==> src/rtl/tmr_pkg.sv <==
package tmr_pkg;
    typedef enum logic [1:0] {
        ST_IDLE = 2'd0,
        ST_LOAD = 2'd1,
        ST_RUN  = 2'd2,
        ST_TERM = 2'd3
    } tmr_state_e;
endpackage

==> src/rtl/tmr_reload_reg.sv <==
module tmr_reload_reg #(
    parameter int W = 16
) (
    input  logic         clk,
    input  logic         rst_n,
    input  logic         wr_en,
    input  logic [W-1:0] wr_data,
    output logic [W-1:0] reload_q,
    output logic         reload_is_one
);
    localparam logic [W-1:0] ONE = W'(1);

    always_ff @(posedge clk) begin
        if (!rst_n)
            reload_q <= '0;
        else if (wr_en)
            reload_q <= wr_data;
    end

    assign reload_is_one = (reload_q == ONE);
endmodule

==> src/rtl/tmr_down_core.sv <==
module tmr_down_core #(
    parameter int W = 16
) (
    input  logic         clk,
    input  logic         rst_n,
    input  logic         load,
    input  logic         dec,
    input  logic [W-1:0] reload_q,
    output logic [W-1:0] count_q,
    output logic         cnt_is_two
);
    localparam logic [W-1:0] ONE = W'(1);
    localparam logic [W-1:0] TWO = W'(2);

    always_ff @(posedge clk) begin
        if (!rst_n)
            count_q <= '0;
        else if (load)
            count_q <= reload_q;
        else if (dec)
            count_q <= count_q - ONE;
    end

    assign cnt_is_two = (count_q == TWO);
endmodule

==> src/rtl/tmr_fsm.sv <==
module tmr_fsm
    import tmr_pkg::*;
(
    input  logic       clk,
    input  logic       rst_n,
    input  logic       tick_en,
    input  logic       wr_en,
    input  logic       cnt_is_two,
    input  logic       reload_is_one,
    output tmr_state_e state_q,
    output logic       load,
    output logic       dec,
    output logic       event_q,
    output logic       clr_ok
);
    tmr_state_e state_d;

    // next-state selection
    always_comb begin
        state_d = state_q;
        unique case (state_q)
            ST_IDLE: if (wr_en) state_d = ST_LOAD;
            ST_LOAD: if (tick_en) state_d = reload_is_one ? ST_TERM : ST_RUN;
            ST_RUN:  if (tick_en && cnt_is_two) state_d = ST_TERM;
            ST_TERM: if (tick_en) state_d = reload_is_one ? ST_TERM : ST_RUN;
            default: state_d = ST_IDLE;
        endcase
    end

    // state register
    always_ff @(posedge clk) begin
        if (!rst_n)
            state_q <= ST_IDLE;
        else
            state_q <= state_d;
    end

    // outputs: counter controls, clear permit, registered event
    always_comb begin
        load   = 1'b0;
        dec    = 1'b0;
        clr_ok = 1'b1;
        unique case (state_q)
            ST_IDLE: ;
            ST_LOAD: load = tick_en;
            ST_RUN:  dec  = tick_en;
            ST_TERM: begin
                load   = tick_en;
                clr_ok = 1'b0;
            end
            default: ;
        endcase
    end

    always_ff @(posedge clk) begin
        if (!rst_n)
            event_q <= 1'b0;
        else
            event_q <= tick_en && (state_d == ST_TERM) && (state_q != ST_IDLE);
    end
endmodule

==> src/rtl/rate_timer_channel.sv <==
module rate_timer_channel
    import tmr_pkg::*;
#(
    parameter int CNT_W = 16
) (
    input  logic             clk,
    input  logic             rst_n,
    input  logic             tick_en,
    input  logic             wr_en,
    input  logic [CNT_W-1:0] wr_data,
    output logic [CNT_W-1:0] count_o,
    output logic             event_o,
    output logic             clr_ok_o
);
    logic [CNT_W-1:0] reload_q;
    logic             reload_is_one;
    logic             cnt_is_two;
    logic             load;
    logic             dec;
    tmr_state_e       state_q;

    tmr_reload_reg #(.W(CNT_W)) u_reload (
        .clk           (clk),
        .rst_n         (rst_n),
        .wr_en         (wr_en),
        .wr_data       (wr_data),
        .reload_q      (reload_q),
        .reload_is_one (reload_is_one)
    );

    tmr_down_core #(.W(CNT_W)) u_core (
        .clk        (clk),
        .rst_n      (rst_n),
        .load       (load),
        .dec        (dec),
        .reload_q   (reload_q),
        .count_q    (count_o),
        .cnt_is_two (cnt_is_two)
    );

    tmr_fsm u_fsm (
        .clk           (clk),
        .rst_n         (rst_n),
        .tick_en       (tick_en),
        .wr_en         (wr_en),
        .cnt_is_two    (cnt_is_two),
        .reload_is_one (reload_is_one),
        .state_q       (state_q),
        .load          (load),
        .dec           (dec),
        .event_q       (event_o),
        .clr_ok        (clr_ok_o)
    );
endmodule

==> config.mk <==
export PLATFORM = sky130hd
export DESIGN_NAME = rate_timer_channel
export DESIGN_NICKNAME = d
export VERILOG_FILES = /design/src/rtl/tmr_pkg.sv /design/src/rtl/tmr_reload_reg.sv /design/src/rtl/tmr_down_core.sv /design/src/rtl/tmr_fsm.sv /design/src/rtl/rate_timer_channel.sv
export SDC_FILE = /design/constraint.sdc
export NUM_CORES = 1
export LEC_CHECK = 0
export BUFFER_PORTS_ARGS = -buffer_cell sky130_fd_sc_hd__buf_2
export CORE_AREA = 2 2 64 66
export DETAILED_ROUTE_END_ITERATION = 16
export DIE_AREA = 0 0 66 68
export GPL_ROUTABILITY_DRIVEN = 0
export PLACE_DENSITY = 0.73
export SETUP_SLACK_MARGIN = 0.15
export SYNTH_ARGS = -nofsm -noshare
export SYNTH_HDL_FRONTEND = slang
export SYNTH_SLANG_ARGS = --single-unit
==> constraint.sdc <==
create_clock -name clk -period 1.9 [get_ports clk]
set_input_delay 0.38 -clock clk [delete_from_list [all_inputs] [get_ports clk]]
set_output_delay 0.38 -clock clk [all_outputs]
set_load 0.02 [all_outputs]
* Word level (Yosys, flattened, before mapping)
Index checks and enable logic that the tools add are counted.
Storage, ports and cells: register bits after elaboration 35, output and inout bits 18, word-level logic and storage cells 28
Operators by class: add/sub/neg operators 1, equality and inequality tests 6, muxes and demuxes 10, reductions and logical operators 7
Operators by type and width (number):
- 2-to-1 mux 16 bit | 2
- == test 16 x 1 -> 1 bit (second input constant) | 1
- == test 16 x 2 -> 1 bit (second input constant) | 1
- subtractor 16 x 1 -> 16 bit (second input constant) | 1
- == test 2 bit (second input constant) | 3
- 2-to-1 mux 2 bit | 3
- one-hot mux 2 bit (3 select lines) | 1
- 2-to-1 mux 1 bit | 4
- nonzero test 2 bit | 2
- logical AND 1 bit | 3
- == test 2 x 1 -> 1 bit (second input constant) | 1
- zero test 2 bit | 1
- OR reduction 2 bit | 1

* Depth between registers and ports, before layout
Gate-level depths: netlist of run 1.
depth after elaboration 7, depth in mapped cells 6

* By module
A second synthesis of run 1 with hierarchy kept.
Unflattened totals: cells, all modules 172, area total of the unflattened synthesis 1657.8 sq um
By module, submodules not included:
- tmr_down_core | times used 1, cells each 101, area an instance 868.3 sq um
- tmr_reload_reg | times used 1, cells each 56, area an instance 651.9 sq um
- tmr_fsm | times used 1, cells each 15, area an instance 137.6 sq um

* Worst setup path before layout of run 1
OpenSTA, ideal clock, no wires.
path kind register to register, from register u_core.count_q[0], to register u_core.count_q[10], setup time 0.115 ns, arrival time 1.852 ns, setup slack -0.067 ns, cell stages (with the launch flop) 7, clock period less this slack 1.967 ns, cell sequence dfxtp_1 > inv_1 > ha_1 > or3b_4 > or3_1 > o311a_1 > o21a_1
On the way: cells in the longest elaborated chain, start to end 3
RTL lines:
- start: declaration | line tmr_down_core.sv:9 | output logic [W-1:0] count_q,
- start signal: assignment | line tmr_down_core.sv:19 | count_q <= reload_q;
- start signal: assignment | line tmr_down_core.sv:21 | count_q <= count_q - ONE;
- subtractor 16 x 1 -> 16 bit | line tmr_down_core.sv:21
- 2-to-1 mux 16 bit | line tmr_down_core.sv:20 | else if (dec)
- 2-to-1 mux 16 bit | line tmr_down_core.sv:18 | else if (load)
No other way between the ends. The select of a mux whose other input is x is not followed. A chain may end at the register's enable or synchronous reset.

* Final worst setup path of run 1
Same ends and word-level chain as after synthesis.

==> run metrics, run 1 <==
Seq/Total Area, Yosys=0.3944; Synth top area share=0.3944; Post-synth EDFFs=0; WL/cell=15.68 um; Crit-path slowest cell=or3b_4; CTS max path bufs=2; top-count cell post-synth=dfxtp_1; Pwr Density=891.9 nW/um2; Hold Buf Count CTS=0; clk slew on worst S/H paths=70 ps; HP Start=wr_data[12]; Synthesized Nets=227; Core Util, Final=0.5730; dominant synthesized flop cell=dfxtp_1; Non-Filler Instances=302; largest net degree at the start of global routing=18; vias in the first global route=1573; Yosys warnings=0; final setup vio count=0; Crit Reg-Reg Startpoint=u_core.count_q[0]$_SDFFE_PN0P_; total wire length=4.736 mm; FFs w/ async S/R, synth=0; initial core utilization=0.4607; Max Clk Rate=563.6 MHz; die footprint=4488 um2; Hold EP=u_reload.reload_q[12]$_SDFFE_PN0P_; vias per inst=5.937; Setup Total Neg Slack=0 ps; synthesized area=1777 um2; Syn Inst Count=205; Antenna Cells=0; initial antenna violation count=0; Slew Limit Fails=0; core area=3856 um2; ANT nets after route=0; die width=66 um; Tot GR Track Use=0.2236; Hold Path Cell Cnt=3; Worst R2R Setup Slack=130 ps; grt ovf=0; Max VDD drop=0.4714 mV; num ports=38; status=finished clean; DRT iter0 DRCs=137; Crit path arrival time=1960 ps; worst skew pair latency=290 ps; clk_skew=4.173 ps; port bufs=37; max_slew headroom=0.6714; fillers=384; Critical R2R Capture=u_core.count_q[10]$_SDFFE_PN0P_; layout cells sized above 1=0.2897; Synth top cells by count=35 x dfxtp_1, 26 x nor2_1, 17 x mux2i_1; Root Buffer=clkbuf_8; Nets=273; H-Tree Depth=2; synth unique cells=45; CP peak stage delay=390 ps; min-delay worst type=input pin to flop; R2R depth=6; DPL Wire Length=3.478 mm; fin crit period=1774 ps; Setup crit end kind=flop; area delta synth->final=24.37%; Die Ht=68 um; final cycle utilization of the critical path=0.9338; DRT Pass-1 Iters=4; total number of vias=1793; crit-path cells=inv_4 > ha_4 > or3b_4 > or3_4 > o311a_1 > o21a_1; clock sinks=35; dpl cells=291; Rows=23; max-cap violations=0; Synth Register Bits=35; CP Class=flop to flop; CTS tree=done; cell taking the most area after synthesis=dfxtp_1; Worst Tran Pin Value=492.8 ps; CP max FO=3; Crit path required time=2090 ps; first-pass GRT wire length=7.569 mm; Hold Violations, Final=0; Synth area leaders=dfxtp_1 39%, mux2i_1 9.6%, nor2_1 5.5%, a311oi_1 4.4%, nand2_1 3.2%; Startpoint Class=flop; Leak=0.9601 nW; RSZ-0062 raised after global routing=true; DRC=0; Avg Cell Area, Syn=8.667 um2; cts bufs inserted=5
==> stage by stage <==
stage,power [mW],cell area (um2),setup slack (ps),hold slack (ps)
5_1_grt,2.067,2210,87.96,327.0
2_1_floorplan,1.254,1799,149.7,461.1
3_3_place_gp,1.420,2091,140.1,479.7
3_5_place_dp,1.431,2091,88.37,492.4
6_report,1.971,2210,125.7,319.8
4_1_cts,1.962,2202,137.6,320.6
==> registers in the layout (all words and copies together), names as in the netlist <==
register	flops
u_fsm.state_q	2
u_core.count_q	16
u_fsm.event_q	1
u_reload.reload_q	16
==> power breakdown <==
part | leakage, nW | switching (mW) | total [mW] | internal (mW)
Combinational | 0.629 | 0.318 | 0.592 | 0.274
Clock | 0.0422 | 0.265 | 0.522 | 0.257
Sequential | 0.289 | 0.0660 | 0.856 | 0.790
Total | 0.960 | 0.649 | 1.97 | 1.32
==> worst max-delay path: cells and delay by family, from the launching register on <==
| kind | cells | cell delay (ps) |
|---|---|---|
| compound gates | 2 | 400 |
| simple gates | 2 | 730 |
| flops | 1 | 350 |
| fa+ha+maj | 1 | 130 |
| buf+inv | 1 | 60 |
==> layout by cell type (no fill, tap or decap), drive strengths merged, types with 3 or more instances in the layout <==
cell type and instances:
a21oi 4, a22oi 4, a311oi 9, a31oi 4, buf 55, clkbuf 7
dfxtp 35, inv 3, mux2i 17, nand2 15, nor2 27, nor2b 3
nor3 5, nor4 9, o21a 6, o21ai 5, o221ai 4, o22ai 3
or3 5
==> cells by family (layout without fill, tap and decap cells) <==
logic type               after synthesis  in the layout  synth area share
AO/OA/AOI/OAI                         48             48            0.1993
adder cells (fa/ha/maj)                2              2           0.01408
buffers and inverters                 20             67           0.04718
flip-flops                            35             35            0.3944
multiplexers                          17             17           0.09577
AND/OR/NAND/NOR                       83             83            0.2493
==> routing by layer <==
layer | track usage | routed length [um]
met1 | 0.2869 | 2146
met2 | 0.3725 | 2239
met3 | 0.05263 | 291
met4 | 0.07398 | 59
met5 | 0 | 0
==> how the worst max path moves through the flow <==
stage                                        start                              end  slack, ps  cells after the start
floorplan           u_core.count_q[0]$_SDFFE_PN0P_  u_core.count_q[10]$_SDFFE_PN0P_        150                      6
global placement    u_core.count_q[0]$_SDFFE_PN0P_  u_core.count_q[10]$_SDFFE_PN0P_        140                      6
detailed placement  u_core.count_q[0]$_SDFFE_PN0P_  u_core.count_q[10]$_SDFFE_PN0P_         90                      6
CTS                 u_core.count_q[0]$_SDFFE_PN0P_  u_core.count_q[10]$_SDFFE_PN0P_        140                      6
global route        u_core.count_q[0]$_SDFFE_PN0P_  u_core.count_q[10]$_SDFFE_PN0P_         90                      6
finish              u_core.count_q[0]$_SDFFE_PN0P_  u_core.count_q[10]$_SDFFE_PN0P_        130                      6
==> cell type report <==
class | instances | area [um2] | share of cell area
Sequential cell | 35 | 709.4 | 0.3211
Inverter | 4 | 20.02 | 0.009060
Tap cell | 50 | 62.56 | 0.02831
Clock inverter | 1 | 5.005 | 0.002265
Multi-Input combinational cell | 150 | 1016 | 0.4598
Timing Repair Buffer | 55 | 320.3 | 0.1450
Clock buffer | 7 | 76.32 | 0.03454
==> what timing repair did <==
action	in CTS	in global routing
gates resized for setup	2	2
pin swaps	1	0
setup endpoints to repair	2	4
cloned	0	0
setup buffers	3	0
(Power assumes the default switching activity.)
==> run 2, diff against run 1 <==
==> constraint.sdc (replaced) <==
create_clock -name clk -period 1.9 [get_ports clk]
set_input_delay 0.38 -clock clk [delete_from_list [all_inputs] [get_ports clk]]
set_output_delay 0.38 -clock clk [all_outputs]
set_load 0.005 [all_outputs]
==> run metrics, run 2 (synthesis gave the netlist of run 1 again) <==
status=finished clean; Crit path arrival time=1950 ps; crit-path cells=inv_4 > ha_4 > or3b_4 > or3_4 > o311a_1 > o21a_1; core area=3856 um2; Total Power=1.935 mW; cts bufs inserted=5; Crit-path slowest cell=or3b_4; Root Buffer=clkbuf_8; final setup vio count=0; DRC=0; Max Clk Rate=561.5 MHz; Max VDD drop=0.5416 mV; clk_skew=5.941 ps; Startpoint Class=flop; RSZ-0062 raised after global routing=true; fillers=370; total number of vias=1757; clk slew on worst S/H paths=70 ps; Core Util, Final=0.5782; CP max FO=3; first-pass GRT wire length=7.838 mm; DRT iter0 DRCs=116; register area=709.4 um2; fin crit period=1781 ps; most common cell after layout, fill and taps aside=buf_2; num ports=38; worst skew pair latency=280 ps; grt ovf=0; Worst Tran Pin Value=513.6 ps; Rows=23; Slew Limit Fails=0; total wire length=4.855 mm; initial antenna violation count=0; DPL Wire Length=3.547 mm; max_slew headroom=0.6576; dpl cells=291; CTS max path bufs=2; Tot GR Track Use=0.2280; die width=66 um; CP peak stage delay=400 ps; Worst Hold Slack=333.1 ps; port bufs=37; Regs by FF count=u_core.count_q (16), u_reload.reload_q (16), u_fsm.state_q (2); largest net degree at the start of global routing=19; H-Tree Depth=2; CTS tree=done; pre-CTS setup slack=99.69 ps; area of the multi-input gates=1028 um2; Crit path required time=2070 ps; Hold Violations, Final=0; Antenna Cells=0; WL/cell=16.02 um; Setup crit end kind=flop; min-delay worst type=input pin to flop; DRT Pass-1 Iters=4; Pwr Density=867.8 nW/um2; Die Ht=68 um; Non-Filler Instances=303; most frequent cells in the layout=37 x buf_2, 32 x dfxtp_1, 26 x nor2_1; final cycle utilization of the critical path=0.9373; Worst R2R Setup Slack=120 ps; max-cap violations=0; ANT nets after route=0; CP Class=flop to flop; die footprint=4488 um2; Leak=0.9719 nW; area delta synth->final=25.49%; layout cells sized above 1=0.3083; initial core utilization=0.4607; Setup Total Neg Slack=0 ps; Nets=274; post-route cell area=2230 um2; Post-DP Area=2083 um2; vias per inst=5.799; vias in the first global route=1617; final worst slack=119.2 ps; clock sinks=35
-- run 2: changes by cell type in the layout (fill, tap and decap cells not counted), sizes merged --
cell	change
buf	+1
clkinv	+2
clkbuf	-2
-- run 2: cell type report --
class / instances / share of cell area
multi-input cells: 150 / 0.4613
flip-flops and latches: 35 / 0.3182
repair buffers: 56 / 0.1470
clock buffers: 5 / 0.03086
well taps: 50 / 0.02806
inverters: 4 / 0.007856
clock inverters: 3 / 0.006734
-- run 2: what timing repair did --
| action | in CTS | in global routing |
|---|---|---|
| pin swaps | 1 | 0 |
| gates resized for setup | 4 | 4 |
| setup buffers | 4 | 0 |
| endpoints found under the setup margin | 3 | 6 |
| hold buffers | 0 | 0 |
-- run 2: final timing paths --
path                                                        start                                end  cells after the start
worst min-delay path                                   wr_data[1]  u_reload.reload_q[1]$_SDFFE_PN0P_                      3
worst min register to register  u_reload.reload_q[4]$_SDFFE_PN0P_  u_reload.reload_q[4]$_SDFFE_PN0P_                      2
worst max-delay path               u_core.count_q[0]$_SDFFE_PN0P_    u_core.count_q[10]$_SDFFE_PN0P_                      6
worst max register to register     u_core.count_q[0]$_SDFFE_PN0P_    u_core.count_q[10]$_SDFFE_PN0P_                      6
-- run 2: worst max-delay path, delay by kind of cell, from the launching register on --
| family | cells | cell delay, ps |
|---|---|---|
| DFF | 1 | 350 |
| AOI/OAI and AO/OA | 2 | 390 |
| adders and majority gates | 1 | 120 |
| buffers and inverters | 1 | 70 |
| and+or+nand+nor | 2 | 740 |
-- run 2: report_power, final --
part / internal, mW / switching [mW] / total [mW]
clock network: 0.251 / 0.266 / 0.517
registers: 0.790 / 0.0649 / 0.855
logic: 0.278 / 0.285 / 0.563
-- run 2: per-layer routing --
layer	GRT usage	vias to the layer above	routed length, um
met5	0	-	0
met4	0.06378	0	45
met3	0.03783	4	337
met2	0.3750	75	2317
met1	0.3107	810	2155
li1	-	868	-
==> run 3, diff against run 2 <==
Settings changed: CORE_AREA 2 2 64 66 to 2 2 62 64, DIE_AREA 0 0 66 68 to 0 0 64 66, PLACE_DENSITY 0.73 to 0.74, SYNTH_HIERARCHICAL set to 1.
==> run metrics, run 3 <==
Synth Register Bits=35; fin crit period=1702 ps; DRC=0; Crit-path slowest cell=or4_4; DPL Wire Length=2.654 mm; Die Ht=66 um; fillers=297; post-route cell area=2068 um2; initial antenna violation count=0; most used routing layer in global routing=met2; Synth top cells by count=35 x dfxtp_1, 17 x mux2i_1, 17 x nor2b_1; grt met3 use=0.05451; DRT iter0 DRCs=43; Hold Buf Count CTS=0; clk slew on worst S/H paths=110 ps; clock sinks=35; most common cell after layout, fill and taps aside=buf_2; Core Util, Final=0.5825; Setup crit end kind=flop; Crit path required time=2140 ps; Tot GR Track Use=0.1823; CP max FO=10; die footprint=4224 um2; final cycle utilization of the critical path=0.8956; vias per inst=5.104; final setup vio count=0; Regs by FF count=u_core/count_q (16), u_reload/reload_q (16), u_fsm/state_q (2); Leak=0.8984 nW; Total Power=1.726 mW; initial core utilization=0.4669; most frequent cells in the layout=37 x buf_2, 33 x dfxtp_1, 17 x mux2i_1, 17 x nor2b_1; port bufs=37; cts bufs inserted=5; total wire length=3.550 mm; Synth top area share=0.4226; met1 usage=0.2321; Worst Tran Pin Value=463.6 ps; Slew Limit Fails=0; Synthesized Nets=194; synthesized area=1658 um2; core area=3551 um2; CTS tree=done; CP Class=flop to flop; Post-DP Area=1948 um2; largest net degree at the start of global routing=33; Synth area leaders=dfxtp_1 42%, mux2i_1 10%, xnor2_1 6.9%, nor2b_1 6.4%, a21oi_1 4.2%; WL/cell=13.15 um; Pwr Density=834.5 nW/um2; H-Tree Depth=2; CP peak stage delay=540 ps; Rows=22; crit-path cells=or4_4 > buf_4 > nor3_1 > xnor2_1 > a21oi_1; total number of vias=1378; dominant synthesized flop cell=dfxtp_1; Max VDD drop=0.6340 mV; cell taking the most area after synthesis=dfxtp_1; vias in the first global route=1288; Hold Violations, Final=0; Root Buffer=clkbuf_4; pre-CTS setup slack=-6.892 ps; RSZ-0062 raised after global routing=true; top-count cell post-synth=dfxtp_1; min-delay worst type=input pin to flop; Avg Cell Area, Syn=9.639 um2; max-cap violations=0; Syn Inst Count=172; area delta synth->final=24.75%; first-pass GRT wire length=5.940 mm; Startpoint Class=flop; DRT Pass-1 Iters=4; Setup Total Neg Slack=0 ps; CTS max path bufs=2; clk_skew=11.65 ps; Nets=243; final worst slack=198.4 ps; die width=64 um; grt ovf=0; Yosys warnings=6; layout cells sized above 1=0.3243; worst skew pair latency=340 ps; Seq/Total Area, Yosys=0.4226; synth unique cells=37; num ports=38; FFs w/ async S/R, synth=0; ANT nets after route=0; status=finished clean; max_slew headroom=0.6910; Max Clk Rate=587.7 MHz; Antenna Cells=0; GR Util met2=0.2995; Post-synth EDFFs=0; Crit path arrival time=1940 ps
==> run 3: final timing paths <==
| check | from | endpoint | slack [ps] | cells after the start |
|---|---|---|---|---|
| worst max-delay path | u_core/count_q[5]$_SDFFE_PN0P_ | u_core/count_q[10]$_SDFFE_PN0P_ | 200 | 5 |
| worst max register to register | u_core/count_q[5]$_SDFFE_PN0P_ | u_core/count_q[10]$_SDFFE_PN0P_ | 200 | 5 |
| worst min-delay path | tick_en | u_fsm/event_q$_SDFF_PN0_ | 270 | 3 |
| worst min register to register | u_fsm/state_q[1]$_SDFF_PN0_ | u_fsm/event_q$_SDFF_PN0_ | 530 | 2 |
==> run 3: cells by family (layout without fill, tap and decap cells) <==
logic type,Yosys count,in the layout,synth area share
compound gates,32,32,0.1117
xor+xnor,13,13,0.06868
fa+ha+maj,2,2,0.01509
buf+inv,13,63,0.04905
flops,35,35,0.4226
mux,17,17,0.1026
simple gates,60,60,0.2302
==> run 3: area by class of cell <==
| cell class | instances | area, um2 | area share |
|---|---|---|---|
| clock buffers | 6 | 51.30 | 0.02480 |
| clock inverters | 2 | 35.03 | 0.01694 |
| inverters | 4 | 15.01 | 0.007260 |
| multi-input cells | 124 | 913.4 | 0.4416 |
| flip-flops and latches | 35 | 703.2 | 0.3400 |
| well taps | 48 | 60.06 | 0.02904 |
| repair buffers | 51 | 290.3 | 0.1404 |
==> run 3: per-stage QoR <==
stage	instances	hold slack (ps)
after floorplan	172	471.6
after global placement	262	504.0
after detailed placement	262	514.1
after CTS	270	265.3
after global routing	270	278.5
final	270	273.8
==> run 3: critical path: cells and delay by family, from the launching register on <==
| kind | cells | cell delay [ps] |
|---|---|---|
| XOR/XNOR | 1 | 150 |
| flip-flops | 1 | 360 |
| AND/OR/NAND/NOR | 2 | 790 |
| AO/OA/AOI/OAI | 1 | 80 |
| buffers and inverters | 1 | 210 |
==> run 3: what timing repair did <==
item                                    CTS  global route
buffers inserted                          0             0
endpoints found under the setup margin    6            10
gates resized for setup                   1             6
==> run 3: layer usage <==
layer,up-vias,wire [um],share of wire
met2,30,1668,0.47
met5,-,0,0
met3,4,168,0.047
met4,0,34,0.0096
met1,640,1678,0.47
li1,704,-,-
==> run 3: report_power, final <==
part | total [mW] | leakage [nW] | internal, mW | switching (mW)
logic | 0.335 | 0.562 | 0.166 | 0.169
registers | 0.829 | 0.288 | 0.785 | 0.0441
clock network | 0.562 | 0.0482 | 0.311 | 0.251
total | 1.73 | 0.898 | 1.26 | 0.464
